==> src/rtl/useq_pkg.sv <==
package useq_pkg;
  // Control-word field positions (decoded by neighbouring units as well)
  localparam int SEL_LO  = 56;
  localparam int CAT_LO  = 58;
  localparam int COP_LO  = 48;
  localparam int COND_LO = 34;

  typedef enum logic [1:0] {
    SEL_IR   = 2'd0,
    SEL_DISP = 2'd1,
    SEL_RPC  = 2'd2,
    SEL_NEXT = 2'd3
  } next_sel_e;

  typedef enum logic [2:0] {
    CAT_ALU  = 3'd0,
    CAT_ALUI = 3'd1,
    CAT_LDI  = 3'd2,
    CAT_ADDR = 3'd3,
    CAT_ALUX = 3'd4,
    CAT_ALUIX= 3'd5,
    CAT_RSV6 = 3'd6,
    CAT_RSV7 = 3'd7
  } cat_e;

  typedef enum logic [2:0] {
    COP_NOP   = 3'd0,
    COP_OPEN  = 3'd1,
    COP_TOPEN = 3'd2,
    COP_SPARE = 3'd3,
    COP_CALL  = 3'd4,
    COP_OCALL = 3'd5,
    COP_TCALL = 3'd6,
    COP_RET   = 3'd7
  } cop_e;

  typedef enum logic [2:0] {
    CND_IND  = 3'd0,
    CND_TRUE = 3'd1,
    CND_C    = 3'd2,
    CND_NC   = 3'd3,
    CND_Z    = 3'd4,
    CND_NZ   = 3'd5,
    CND_CZ   = 3'd6,
    CND_NCZ  = 3'd7
  } cond_e;

  function automatic logic is_call(input cop_e c);
    return (c == COP_CALL) || (c == COP_OCALL) || (c == COP_TCALL);
  endfunction
endpackage

==> src/rtl/useq_cond_eval.sv <==
module useq_cond_eval
  import useq_pkg::*;
(
  input  cond_e code,
  input  logic  carry,
  input  logic  zero,
  input  logic  ind_jump,
  output logic  taken
);
  always_comb begin
    unique case (code)
      CND_IND:  taken = ind_jump;
      CND_TRUE: taken = 1'b1;
      CND_C:    taken = carry;
      CND_NC:   taken = ~carry;
      CND_Z:    taken = zero;
      CND_NZ:   taken = ~zero;
      CND_CZ:   taken = carry | zero;
      default:  taken = ~(carry | zero);
    endcase
  end
endmodule

==> src/rtl/useq_target_sel.sv <==
module useq_target_sel
  import useq_pkg::*;
#(
  parameter int PC_W   = 23,
  parameter int IW     = 64,
  parameter int CL_W   = 12,
  parameter int SUB_LO = 4
) (
  input  logic [PC_W-1:0] pc,
  input  logic [IW-1:0]   instr,
  input  next_sel_e       sel,
  input  cat_e            cat,
  input  cop_e            cop,
  input  logic            taken,
  input  logic [PC_W-1:0] alu_out,
  input  logic [PC_W-1:0] ret_pc,
  output logic [PC_W-1:0] next_pc,
  output logic            call_hit,
  output logic            bad_combo
);
  logic [PC_W-1:0] pc_inc;
  logic [PC_W-1:0] cz_tgt;
  logic [PC_W-1:0] local_tgt;

  assign pc_inc = pc + 1'b1;

  always_comb begin
    cz_tgt = '0;
    cz_tgt[CL_W-1:SUB_LO] = instr[CL_W-1:SUB_LO];
  end

  assign local_tgt = {pc[PC_W-1:CL_W], instr[CL_W-1:0]};

  always_comb begin
    next_pc   = pc_inc;
    call_hit  = 1'b0;
    bad_combo = 1'b0;
    unique case (sel)
      SEL_IR: begin
        if (taken) begin
          if (cat == CAT_ADDR) begin
            next_pc = instr[PC_W-1:0];
          end else if (cat == CAT_ALU) begin
            if (is_call(cop)) begin
              next_pc  = cz_tgt;
              call_hit = 1'b1;
            end else begin
              next_pc = local_tgt;
            end
          end
        end
      end
      SEL_DISP: next_pc = alu_out;
      SEL_RPC: begin
        if (cop == COP_RET) next_pc = ret_pc;
        else                bad_combo = 1'b1;
      end
      default: next_pc = pc_inc;
    endcase
  end
endmodule

==> src/rtl/useq_next_addr.sv <==
module useq_next_addr
  import useq_pkg::*;
#(
  parameter int PC_W   = 23,
  parameter int IW     = 64,
  parameter int CL_W   = 12,
  parameter int SUB_LO = 4
) (
  input  logic            clk,
  input  logic            rst,
  input  logic            stall,
  input  logic [IW-1:0]   instr,
  input  logic [PC_W-1:0] alu_out,
  input  logic [PC_W-1:0] ret_pc,
  input  logic            carry,
  input  logic            zero,
  input  logic            ind_jump,
  output logic [PC_W-1:0] pc,
  output logic            call_taken,
  output logic [PC_W-1:0] ret_addr,
  output logic            illegal
);
  next_sel_e       sel;
  cat_e            cat;
  cop_e            cop;
  cond_e           cnd;
  logic            taken;
  logic [PC_W-1:0] nxt;
  logic            call_hit;
  logic            bad_combo;

  assign sel = next_sel_e'(instr[SEL_LO +: 2]);
  assign cat = cat_e'(instr[CAT_LO +: 3]);
  assign cop = cop_e'(instr[COP_LO +: 3]);
  assign cnd = cond_e'(instr[COND_LO +: 3]);

  useq_cond_eval u_cond (
    .code     (cnd),
    .carry    (carry),
    .zero     (zero),
    .ind_jump (ind_jump),
    .taken    (taken)
  );

  useq_target_sel #(
    .PC_W(PC_W), .IW(IW), .CL_W(CL_W), .SUB_LO(SUB_LO)
  ) u_tgt (
    .pc        (pc),
    .instr     (instr),
    .sel       (sel),
    .cat       (cat),
    .cop       (cop),
    .taken     (taken),
    .alu_out   (alu_out),
    .ret_pc    (ret_pc),
    .next_pc   (nxt),
    .call_hit  (call_hit),
    .bad_combo (bad_combo)
  );

  always_ff @(posedge clk) begin
    if (rst) begin
      pc         <= '0;
      call_taken <= 1'b0;
      illegal    <= 1'b0;
      ret_addr   <= '0;
    end else if (stall) begin
      call_taken <= 1'b0;
      illegal    <= 1'b0;
    end else begin
      pc         <= nxt;
      call_taken <= call_hit;
      illegal    <= bad_combo;
      if (call_hit) ret_addr <= pc + 1'b1;
    end
  end

  AST_RESET_CLEAR: assert property (@(posedge clk)
    $past(rst) |-> (pc == '0 && !call_taken && !illegal));
  AST_STALL_HOLD: assert property (@(posedge clk) disable iff (rst)
    stall |=> ($stable(pc) && !call_taken && !illegal));
  AST_DISPATCH: assert property (@(posedge clk) disable iff (rst)
    (!stall && sel == SEL_DISP) |=> pc == $past(alu_out));
  AST_RETURN: assert property (@(posedge clk) disable iff (rst)
    (!stall && sel == SEL_RPC && cop == COP_RET) |=> pc == $past(ret_pc));
  AST_COND_FALSE: assert property (@(posedge clk) disable iff (rst)
    (!stall && sel == SEL_IR && !taken) |=> (pc == $past(pc) + 1'b1 && !call_taken));
  AST_CALL_SHAPE: assert property (@(posedge clk) disable iff (rst)
    call_taken |-> (pc[PC_W-1:CL_W] == '0 && pc[SUB_LO-1:0] == '0));
endmodule

==> config.mk <==
export PLATFORM = sky130hd
export DESIGN_NAME = useq_next_addr
export DESIGN_NICKNAME = d
export VERILOG_FILES = /design/src/rtl/useq_pkg.sv /design/src/rtl/useq_cond_eval.sv /design/src/rtl/useq_target_sel.sv /design/src/rtl/useq_next_addr.sv
export SDC_FILE = /design/constraint.sdc
export NUM_CORES = 1
export LEC_CHECK = 0
export ABC_AREA = 1
export BUFFER_PORTS_ARGS = -buffer_cell sky130_fd_sc_hd__buf_4
export CORE_ASPECT_RATIO = 0.7
export CORE_MARGIN = 8
export CORE_UTILIZATION = 50
export DETAILED_ROUTE_END_ITERATION = 12
export HOLD_SLACK_MARGIN = 0.1
export PLACE_DENSITY = 0.94
export SLEW_MARGIN = 0
export SYNTH_ARGS = -nofsm -noshare
export SYNTH_HDL_FRONTEND = slang
export SYNTH_HIERARCHICAL = 1
export SYNTH_SLANG_ARGS = --single-unit
==> constraint.sdc <==
create_clock -name clk -period 4 [get_ports clk]
set_clock_uncertainty 0.2 [all_clocks]
set_input_delay 1 -clock clk [delete_from_list [all_inputs] [get_ports clk]]
set_output_delay 1 -clock clk [all_outputs]
set_load 0.01 [all_outputs]
==> results of run 1 <==
worst paths after layout:
kind,from,to,cells past startpoint
min reg2reg,ret_addr[1]$_SDFFE_PP0P_,ret_addr[1]$_SDFFE_PP0P_,2
max,instr[35],ret_addr[21]$_SDFFE_PP0P_,11
min,ret_addr[1]$_SDFFE_PP0P_,ret_addr[1]$_SDFFE_PP0P_,2
max reg2reg,pc[0]$_SDFFE_PP0N_,pc[16]$_SDFFE_PP0N_,12
critical path: stages:
cell	delay, ns
buf_4	0.11
nand2_1	0.08
nand3_1	0.08
nand3_1	0.37
nand2_1	0.28
nor2_1	0.22
nand2_2	0.15
inv_2	0.51
nand3_1	0.18
nand2_1	0.09
inv_1	0.04
cell usage after synthesis, drive strengths merged:
| cell type | number |
|---|---|
| a21oi | 39 |
| o21bai | 1 |
| buf | 9 |
| nor2 | 124 |
| clkbuf | 9 |
| a211oi | 1 |
| nand4 | 10 |
| xnor2 | 6 |
| nand3 | 57 |
| xor2 | 13 |
| dfxtp | 48 |
| nor3 | 2 |
| ha | 2 |
| o211ai | 9 |
| a22o | 2 |
| o21ai | 57 |
| a22oi | 10 |
| and2 | 3 |
| or2 | 3 |
| o221ai | 2 |
| a221oi | 1 |
| inv | 78 |
| nand2 | 182 |
logic make-up after synthesis:
kind of cell	Yosys count
xor gates and xnor gates	19
buffers and inverters	96
DFF	48
adders and majority gates	2
AOI/OAI and AO/OA	122
and+or+nand+nor	381
per-layer routing:
metal | track usage [%] | vias to the layer above | share of wire, %
met2 | 42.4 | 250 | 45
met1 | 34.6 | 2239 | 43
met5 | 0 | - | 0
li1 | - | 2412 | -
met3 | 6.06 | 26 | 9.8
met4 | 6.88 | 0 | 1.4
stage by stage:
step	power (uW)	util, %	hold WS, ns	area [sq um]	cells
final	1280	66.3	0.300	5150	894
after global routing	1330	66.3	0.365	5150	894
after CTS	1270	66.3	0.304	5150	894
after detailed placement	850	64.4	0.289	5000	887
after global placement	841	64.4	0.267	5000	887
after floorplan	696	-	0.310	3960	668
cell type report:
type                       instances  area [sq um]  area share (%)
clock buffer                       6           139            2.70
inverter                          78           293            5.68
multi-input combinational        524          2600            50.5
clock inverter                     1          8.76           0.170
timing repair buffer             136          1020            19.8
tap                              101           126            2.45
sequential                        48           961            18.6
registers in the layout, indices dropped and copies added (netlist names):
| signal | count |
|---|---|
| pc | 23 |
| ret_addr | 23 |
| call_taken | 1 |
| illegal | 1 |
where the power goes:
part / internal, uW / total [uW] / switching, uW
Sequential: 497 / 548 / 51.9
Combinational: 136 / 297 / 161
Clock: 247 / 433 / 187
==> out/qor.csv, run 1 <==
metric;value;unit
critPathLaunchType;input pin;
die_y;90.5;um
ys_warn_count;6;
ys_types;36;
synth_compound_area_share;17.6;%
synth_top_cell_by_area;dfxtp_1;
synth_top_family_by_area;simple AND/OR/NAND/NOR gates;
min_period;3.14;ns
syn_avg_cell_area;5.93;sq um
setup_viol;0;
dieArea;0.0111;sq mm
pin_count;164;
ys_ff_latch;48;
hold_class;reg2reg;
tightestPinTransition;0.820;ns
slew_viol_final;0;
first_pass_iters;5;
die_width;122;um
fmax;318;MHz
num_antenna_cells;0;
clk_transition_reported_paths;0.07;ns
io_buffers;133;
wl_per_cell;16.7;um
synth_top_cell_area_share;24.3;%
hold_buffers;0;
initial_core_util;51.0;%
syn_to_final_growth;30.1;%
syn_area;0.00396;sq mm
synth_cells;668;
fin_ws;0.858;ns
grt_max_degree;42;
clk_latency;0.29;ns
synth_nets;786;
pre_cts_slack;0.568;ns
core;0.00777;sq mm
fillCellCount;734;
leakage;0.00248;uW
fin_setup_tns;0;ns
drive_above_1_share;23.1;%
post-dp-hpwl;11.7;mm
synthSimpleGateAreaFrac;43.3;%
grt_pass1_wl;23.9;mm
drt_iter0_markers;496;
clk_path_buf_depth;2;
synth-adder-area-share;0.632;%
globalplace.congestion;0.922;
ant_nets;0;
cts_root_buf;clkbuf_16;
std_cell_rows;27;
hold_violations;0;
critPathKind;in2reg;
cp-end-kind;flop;
cts_post_setup_buffers_inserted;0;
finalWirelength;14.9;mm
fin_nets;911;
rsz0062_at_grt;no;
ctsResizeCount;0;
cts_tree;built;
track_usage;26.4;%
synth.area.top_cells;dfxtp_1, nand2_1, nor2_1, o21ai_0, inv_1;
h-tree-depth;2;
rrSetupSlack;1.51;ns
synth_xor_area_share;4.20;%
cts_made_buffers;5;
crit_fanout;41;
clkSinkCount;48;
synth_mux_area_share;0;%
grt_overflow_total;0;
worst_ep_required_time;3.99;ns
power.density;248;mW/mm^2
peakVddDrop;0.212;mV
drc;0;
grt_antenna_before_repair;0;
vias_per_cell;5.51;
num_vias;4927;
period_share;78.5;%
cap_violations;0;
first_global_vias;4752;
final_cell_mix;nand2_1, buf_4, nor2_1, inv_1, o21ai_0;
ys_seq_area_share;24.3;%
layout_commonest_cell;nand2_1;
worstPathArrival;3.13;ns
status;complete, no violations;
maxSlewHeadroom;45.3;%
Note: power is estimated with default switching activity, not from simulation.
==> inputs of run 2 (changes only) <==
--- a/config.mk
+++ b/config.mk
@@ -9,10 +9,10 @@
 export BUFFER_PORTS_ARGS = -buffer_cell sky130_fd_sc_hd__buf_4
 export CORE_ASPECT_RATIO = 0.7
 export CORE_MARGIN = 8
-export CORE_UTILIZATION = 50
+export CORE_UTILIZATION = 49
 export DETAILED_ROUTE_END_ITERATION = 12
 export HOLD_SLACK_MARGIN = 0.1
-export PLACE_DENSITY = 0.94
+export PLACE_DENSITY = 0.92
 export SLEW_MARGIN = 0
 export SYNTH_ARGS = -nofsm -noshare
 export SYNTH_HDL_FRONTEND = slang
==> constraint.sdc (replaced) <==
create_clock -name clk -period 3.3 [get_ports clk]
set_clock_uncertainty 0.2 [all_clocks]
set_input_delay 0.825 -clock clk [delete_from_list [all_inputs] [get_ports clk]]
set_output_delay 0.825 -clock clk [all_outputs]
set_load 0.01 [all_outputs]
==> run 2 against run 1 <==
Net effect:
- power rose by 34%
- final cell count rose by 0.67%
- combinational power rose by 23%
- sequential cell count did not move
- critical path depth did not move
- worst setup slack got worse by 0.17 ns
- clock-buffer cell count fell by 1
- core utilization rose by 0.37 points
- clock power rose by 57%
- via count fell by 0.18%
- routed wire length fell by 0.99%
- global-route usage fell by 0.32 points
==> out/qor.csv, run 2 (synthesized netlist as in run 1, its figures left out) <==
metric;value;unit
clkSinkCount;48;
cp-end-kind;flop;
globalplace.congestion;0.920;
placed_cells;892;
syn_to_final_growth;32.5;%
critPathLaunchType;input pin;
leakage;0.00253;uW
fillCellCount;739;
num_antenna_cells;0;
clk_latency;0.29;ns
h-tree-depth;2;
initial_core_util;50.3;%
vias_per_cell;5.46;
layout_commonest_cell;nand2_1;
clk_transition_reported_paths;0.07;ns
drive_above_1_share;23.7;%
grt_pass1_wl;23.9;mm
period_share;79.0;%
track_usage;26.1;%
final_cell_mix;nand2_1, buf_4, nor2_1, inv_1, o21ai_0;
total_power;1710;uW
tightestPinTransition;0.812;ns
io_buffers;133;
power.density;326;mW/mm^2
dieArea;0.0113;sq mm
std_cell_rows;27;
grt_overflow_total;0;
rr_endpoint;pc[18]$_SDFFE_PP0N_;
pin_count;164;
place_area;0.00505;sq mm
die_y;91.2;um
min_to;ret_addr[1]$_SDFFE_PP0P_;
fin_cells;900;
hold_buffers;0;
hold_ws;0.339;ns
reg_top3;pc (23), ret_addr (23);
num_vias;4918;
fin_area;0.00525;sq mm
first_global_vias;4762;
wl_per_cell;16.4;um
ant_nets;0;
first_pass_iters;5;
slew_viol_final;0;
setup_viol;0;
drt_iter0_markers;472;
peakVddDrop;0.228;mV
grt_max_degree;41;
cts_tree;built;
critPathKind;in2reg;
grt_antenna_before_repair;0;
rrSetupSlack;0.92;ns
cts_root_buf;clkbuf_16;
cts_post_setup_buffers_inserted;0;
maxSlewHeadroom;45.8;%
status;complete, no violations;
min_period;2.61;ns
min_delay_path_depth;2;
die_width;123;um
core;0.00787;sq mm
finalWirelength;14.8;mm
hold_violations;0;
crit_fanout;10;
rr_startpoint;pc[0]$_SDFFE_PP0N_;
fin_nets;916;
r2r_cells;11;
worst_ep_required_time;3.26;ns
cts_made_buffers;5;
hold_class;reg2reg;
fmax;384;MHz
ctsResizeCount;0;
rsz0062_at_grt;no;
fin_setup_tns;0;ns
clk_path_buf_depth;2;
drc;0;
cap_violations;0;
hold_path_startpoint;ret_addr[1]$_SDFFE_PP0P_;
worstPathArrival;2.57;ns
post-dp-hpwl;11.7;mm
[run 2: power breakdown]
group / switching [uW] / internal (uW)
combinational: 195 / 171
clock: 243 / 437
sequential: 62.5 / 602
[run 2: critical path, stage by stage]
cell	delay (ns)
buf_4	0.11
inv_1	0.07
nand3_2	0.17
nand2_2	0.26
nand2_2	0.23
a21oi_4	0.27
inv_1	0.11
nand3_1	0.08
nand4_1	0.13
o21ai_0	0.24
a21oi_1	0.07
[run 2: through the flow]
stage	util, %	worst slack, ns
CTS	66.7	0.756
global placement	64.2	0.549
detailed placement	64.2	0.480
floorplan	-	0.811
finish	66.7	0.693
global route	66.7	0.533
[run 2: how the worst max path moves through the flow]
| stage | startpoint | endpoint | slack [ns] | cells past startpoint |
|---|---|---|---|---|
| after floorplan | instr[35] | ret_addr[10]$_SDFFE_PP0P_ | 0.81 | 12 |
| after global placement | instr[60] | pc[0]$_SDFFE_PP0N_ | 0.55 | 10 |
| after detailed placement | instr[60] | pc[0]$_SDFFE_PP0N_ | 0.48 | 10 |
| after CTS | instr[60] | pc[3]$_SDFFE_PP0N_ | 0.76 | 11 |
| after global routing | instr[35] | ret_addr[4]$_SDFFE_PP0P_ | 0.53 | 13 |
| final | instr[60] | pc[3]$_SDFFE_PP0N_ | 0.69 | 11 |
[run 2: layout make-up]
| type | count | area (sq um) | share of cell area [%] |
|---|---|---|---|
| Sequential cell | 48 | 961 | 18.3 |
| Inverter | 78 | 293 | 5.58 |
| Clock buffer | 5 | 125 | 2.38 |
| Multi-Input combinational cell | 524 | 2600 | 49.6 |
| Tap cell | 101 | 126 | 2.41 |
| Timing Repair Buffer | 141 | 1070 | 20.4 |
| Clock inverter | 3 | 68.8 | 1.31 |
[run 2: layer usage]
metal  routed length, um  global-route usage (%)  part of all wire (%)
met3                1600                    7.36                    11
met1                6270                    34.3                    42
met4                 184                    5.09                   1.2
met2                6730                    41.7                    46
met5                   0                       0                     0
==> inputs of run 3 (changes only) <==
--- a/config.mk
+++ b/config.mk
@@ -5,14 +5,14 @@
 export SDC_FILE = /design/constraint.sdc
 export NUM_CORES = 1
 export LEC_CHECK = 0
-export ABC_AREA = 1
+export ABC_AREA = 0
 export BUFFER_PORTS_ARGS = -buffer_cell sky130_fd_sc_hd__buf_4
 export CORE_ASPECT_RATIO = 0.7
 export CORE_MARGIN = 8
-export CORE_UTILIZATION = 49
+export CORE_UTILIZATION = 43
 export DETAILED_ROUTE_END_ITERATION = 12
 export HOLD_SLACK_MARGIN = 0.1
-export PLACE_DENSITY = 0.92
+export PLACE_DENSITY = 0.89
 export SLEW_MARGIN = 0
 export SYNTH_ARGS = -nofsm -noshare
 export SYNTH_HDL_FRONTEND = slang
==> constraint.sdc (replaced) <==
create_clock -name clk -period 2.09 [get_ports clk]
set_clock_uncertainty 0.2 [all_clocks]
set_input_delay 0.5225 -clock clk [delete_from_list [all_inputs] [get_ports clk]]
set_output_delay 0.5225 -clock clk [all_outputs]
set_load 0.01 [all_outputs]
==> run 3 against run 2 <==
Net effect:
- the flow now finishes with violations (setup timing)
- worst hold slack worse by 0.059 ns
- sequential cell count is the same
- clock-buffer cell count up 1
- sequential power grew 47%
- critical path type unchanged
- critical endpoint is now ret_addr[20]$_SDFFE_PP0P_
==> out/qor.csv, run 3 <==
metric;value;unit
cts_made_buffers;5;
fillCellCount;632;
vias_per_cell;5.99;
min_delay_path_depth;2;
drc;0;
reg_top3;pc (23), ret_addr (23);
critical_path.cell_chain;buf_6 > or3b_1 > a21oi_1 > a21o_1 > nand2b_1 > or3_4 > nor3_4 > nor2b_4 > buf_6 > buf_12 > buf_16 > a311oi_2;
crit_fanout;5;
ys_types;55;
critPathKind;in2reg;
rr_endpoint;pc[22]$_SDFFE_PP0N_;
max_stage_delay;0.37;ns
period_share;122;%
die_width;122;um
synth.area.top_cells;dfxtp_1, nor2_1, mux2i_1, xor2_1, nand2_1;
wl_per_cell;18.8;um
initial_core_util;43.9;%
final_cell_mix;buf_4, nor2_1, dfxtp_1, nand2_1, mux2i_1;
ys_top_cells_by_count;nor2_1, dfxtp_1, nand2_1, mux2i_1, xor2_1;
syn_area;0.00341;sq mm
ys_warn_count;6;
violations;setup timing;
setup_viol;47;
drt_iter0_markers;442;
rrSetupSlack;-0.17;ns
slew_viol_final;0;
worstPathArrival;2.52;ns
clkSinkCount;48;
worst_ep_required_time;2.05;ns
clk_transition_reported_paths;0.07;ns
maxSlewHeadroom;27.4;%
ys_ff_latch;48;
dieArea;0.0111;sq mm
fin_ws;-0.465;ns
ant_nets;0;
num_antenna_cells;0;
syn_avg_cell_area;7.75;sq um
grt_antenna_before_repair;0;
io_buffers;133;
tightestPinTransition;1.09;ns
status;finished, violations left;
ys_seq_area_share;28.2;%
clk_path_buf_depth;2;
min_period;2.55;ns
post-dp-hpwl;10.3;mm
die_y;90.5;um
async_reset_ff_share;0;%
core;0.00777;sq mm
synth_top_cell_by_area;dfxtp_1;
first_pass_iters;5;
synth_cells;440;
hold_ws;0.280;ns
cts_tree;built;
fmax;391;MHz
ys.flop_type;dfxtp_1;
crit_top_cell;buf_6;
total_power;2500;uW
leakage;0.00229;uW
h-tree-depth;2;
finish.utilization;70.2;%
cp-end-kind;flop;
globalplace.congestion;0.899;
fin_nets;750;
hold_violations;0;
multi_input_area;0.00241;sq mm
syn_to_final_growth;60.0;%
min_to;ret_addr[1]$_SDFFE_PP0P_;
first_global_vias;4356;
drive_above_1_share;40.6;%
hold_class;reg2reg;
num_vias;4395;
synth-edff-count;0;
grt_pass1_wl;21.5;mm
clk_latency;0.29;ns
synth_nets;558;
synth_top_cell_area_share;28.2;%
critPathLaunchType;input pin;
seq_area;961;sq um
hold_path_startpoint;ret_addr[1]$_SDFFE_PP0P_;
layout_commonest_cell;buf_4;
power.density;459;mW/mm^2
r2r_cells;9;
pin_count;164;
peakVddDrop;0.339;mV
grt_overflow_total;0;
yosysMostFrequentCell;nor2_1;
std_cell_rows;27;
rsz0062_at_grt;yes;
rr_startpoint;pc[1]$_SDFFE_PP0N_;
grt_max_degree;34;
track_usage;23.6;%
finalWirelength;13.8;mm
cp_slowest_cell;or3_4;
cap_violations;0;
cts_root_buf;clkbuf_16;
==> run 3: changes by cell type after synthesis, moves of 8 or more <==
cell / before / now
a211oi_1: 1 / 15
a21oi_1: 38 / 12
and4_1: 0 / 8
clkbuf_1: 8 / 17
inv_1: 72 / 7
mux2i_1: 0 / 23
nand2_1: 171 / 34
nand3_1: 54 / 12
nor2_1: 109 / 71
o21ai_0: 55 / 21
xor2_1: 13 / 22
==> run 3: how the worst max path moves through the flow <==
stage               from                        end  depth (start not counted)
3_5_place_dp   instr[36]   ret_addr[5]$_SDFFE_PP0P_                         11
5_1_grt        instr[36]  ret_addr[21]$_SDFFE_PP0P_                         11
3_3_place_gp   instr[36]         pc[3]$_SDFFE_PP0N_                         13
4_1_cts        instr[36]  ret_addr[14]$_SDFFE_PP0P_                         12
2_1_floorplan  instr[36]  ret_addr[18]$_SDFFE_PP0P_                         12
6_report       instr[36]  ret_addr[20]$_SDFFE_PP0P_                         12
==> run 3: power breakdown <==
part,internal [uW],switching [uW]
logic,317,295
registers,939,38.7
clock network,563,351
total,1820,685
==> run 3: cell families (layout without fill, tap and decap cells) <==
family | after synthesis | in the layout | synth area share, %
xor+xnor | 33 | 33 | 8.48
buf+inv | 36 | 229 | 4.59
compound gates | 116 | 116 | 24.4
fa+ha+maj | 2 | 2 | 0.734
flops | 48 | 48 | 28.2
mux | 23 | 23 | 6.75
simple gates | 182 | 182 | 26.9
==> run 3: critical path, delay by kind of cell <==
family | cells | cell delay [ns]
AND/OR/NAND/NOR | 5 | 1.21
buffers and inverters | 4 | 0.47
AO/OA/AOI/OAI | 3 | 0.30
==> run 3: what timing repair did <==
item	CTS	global route
gates cloned	2	2
pin swaps	24	13
setup endpoints to repair	47	47
resized for setup	18	15
setup buffers	4	2
hold buffers	0	0
==> run 3: cell type report <==
type	instances	share of cell area, %
Clock buffer	6	2.36
Clock inverter	2	0.642
Inverter	7	0.482
Multi-Input combinational cell	356	44.2
Sequential cell	48	17.6
Tap cell	101	2.32
Timing Repair Buffer	214	32.4
==> run 3: metal layers <==
metal,global-route usage [%],routed length [um]
met1,29.6,5750
met2,37.0,6390
met3,7.37,1390
met4,8.19,293
met5,0,0
==> run 3: per-stage QoR <==
step / TNS (ns) / setup slack [ns] / cells / cell area [sq um]
after CTS: -17.30 / -0.502 / 730 / 5310
after global routing: -21.90 / -0.574 / 734 / 5450
after detailed placement: -34.34 / -0.928 / 716 / 5000
after floorplan: -21.90 / -0.603 / 440 / 3460
after global placement: -33.08 / -0.840 / 716 / 5000
final: -16.05 / -0.465 / 734 / 5450
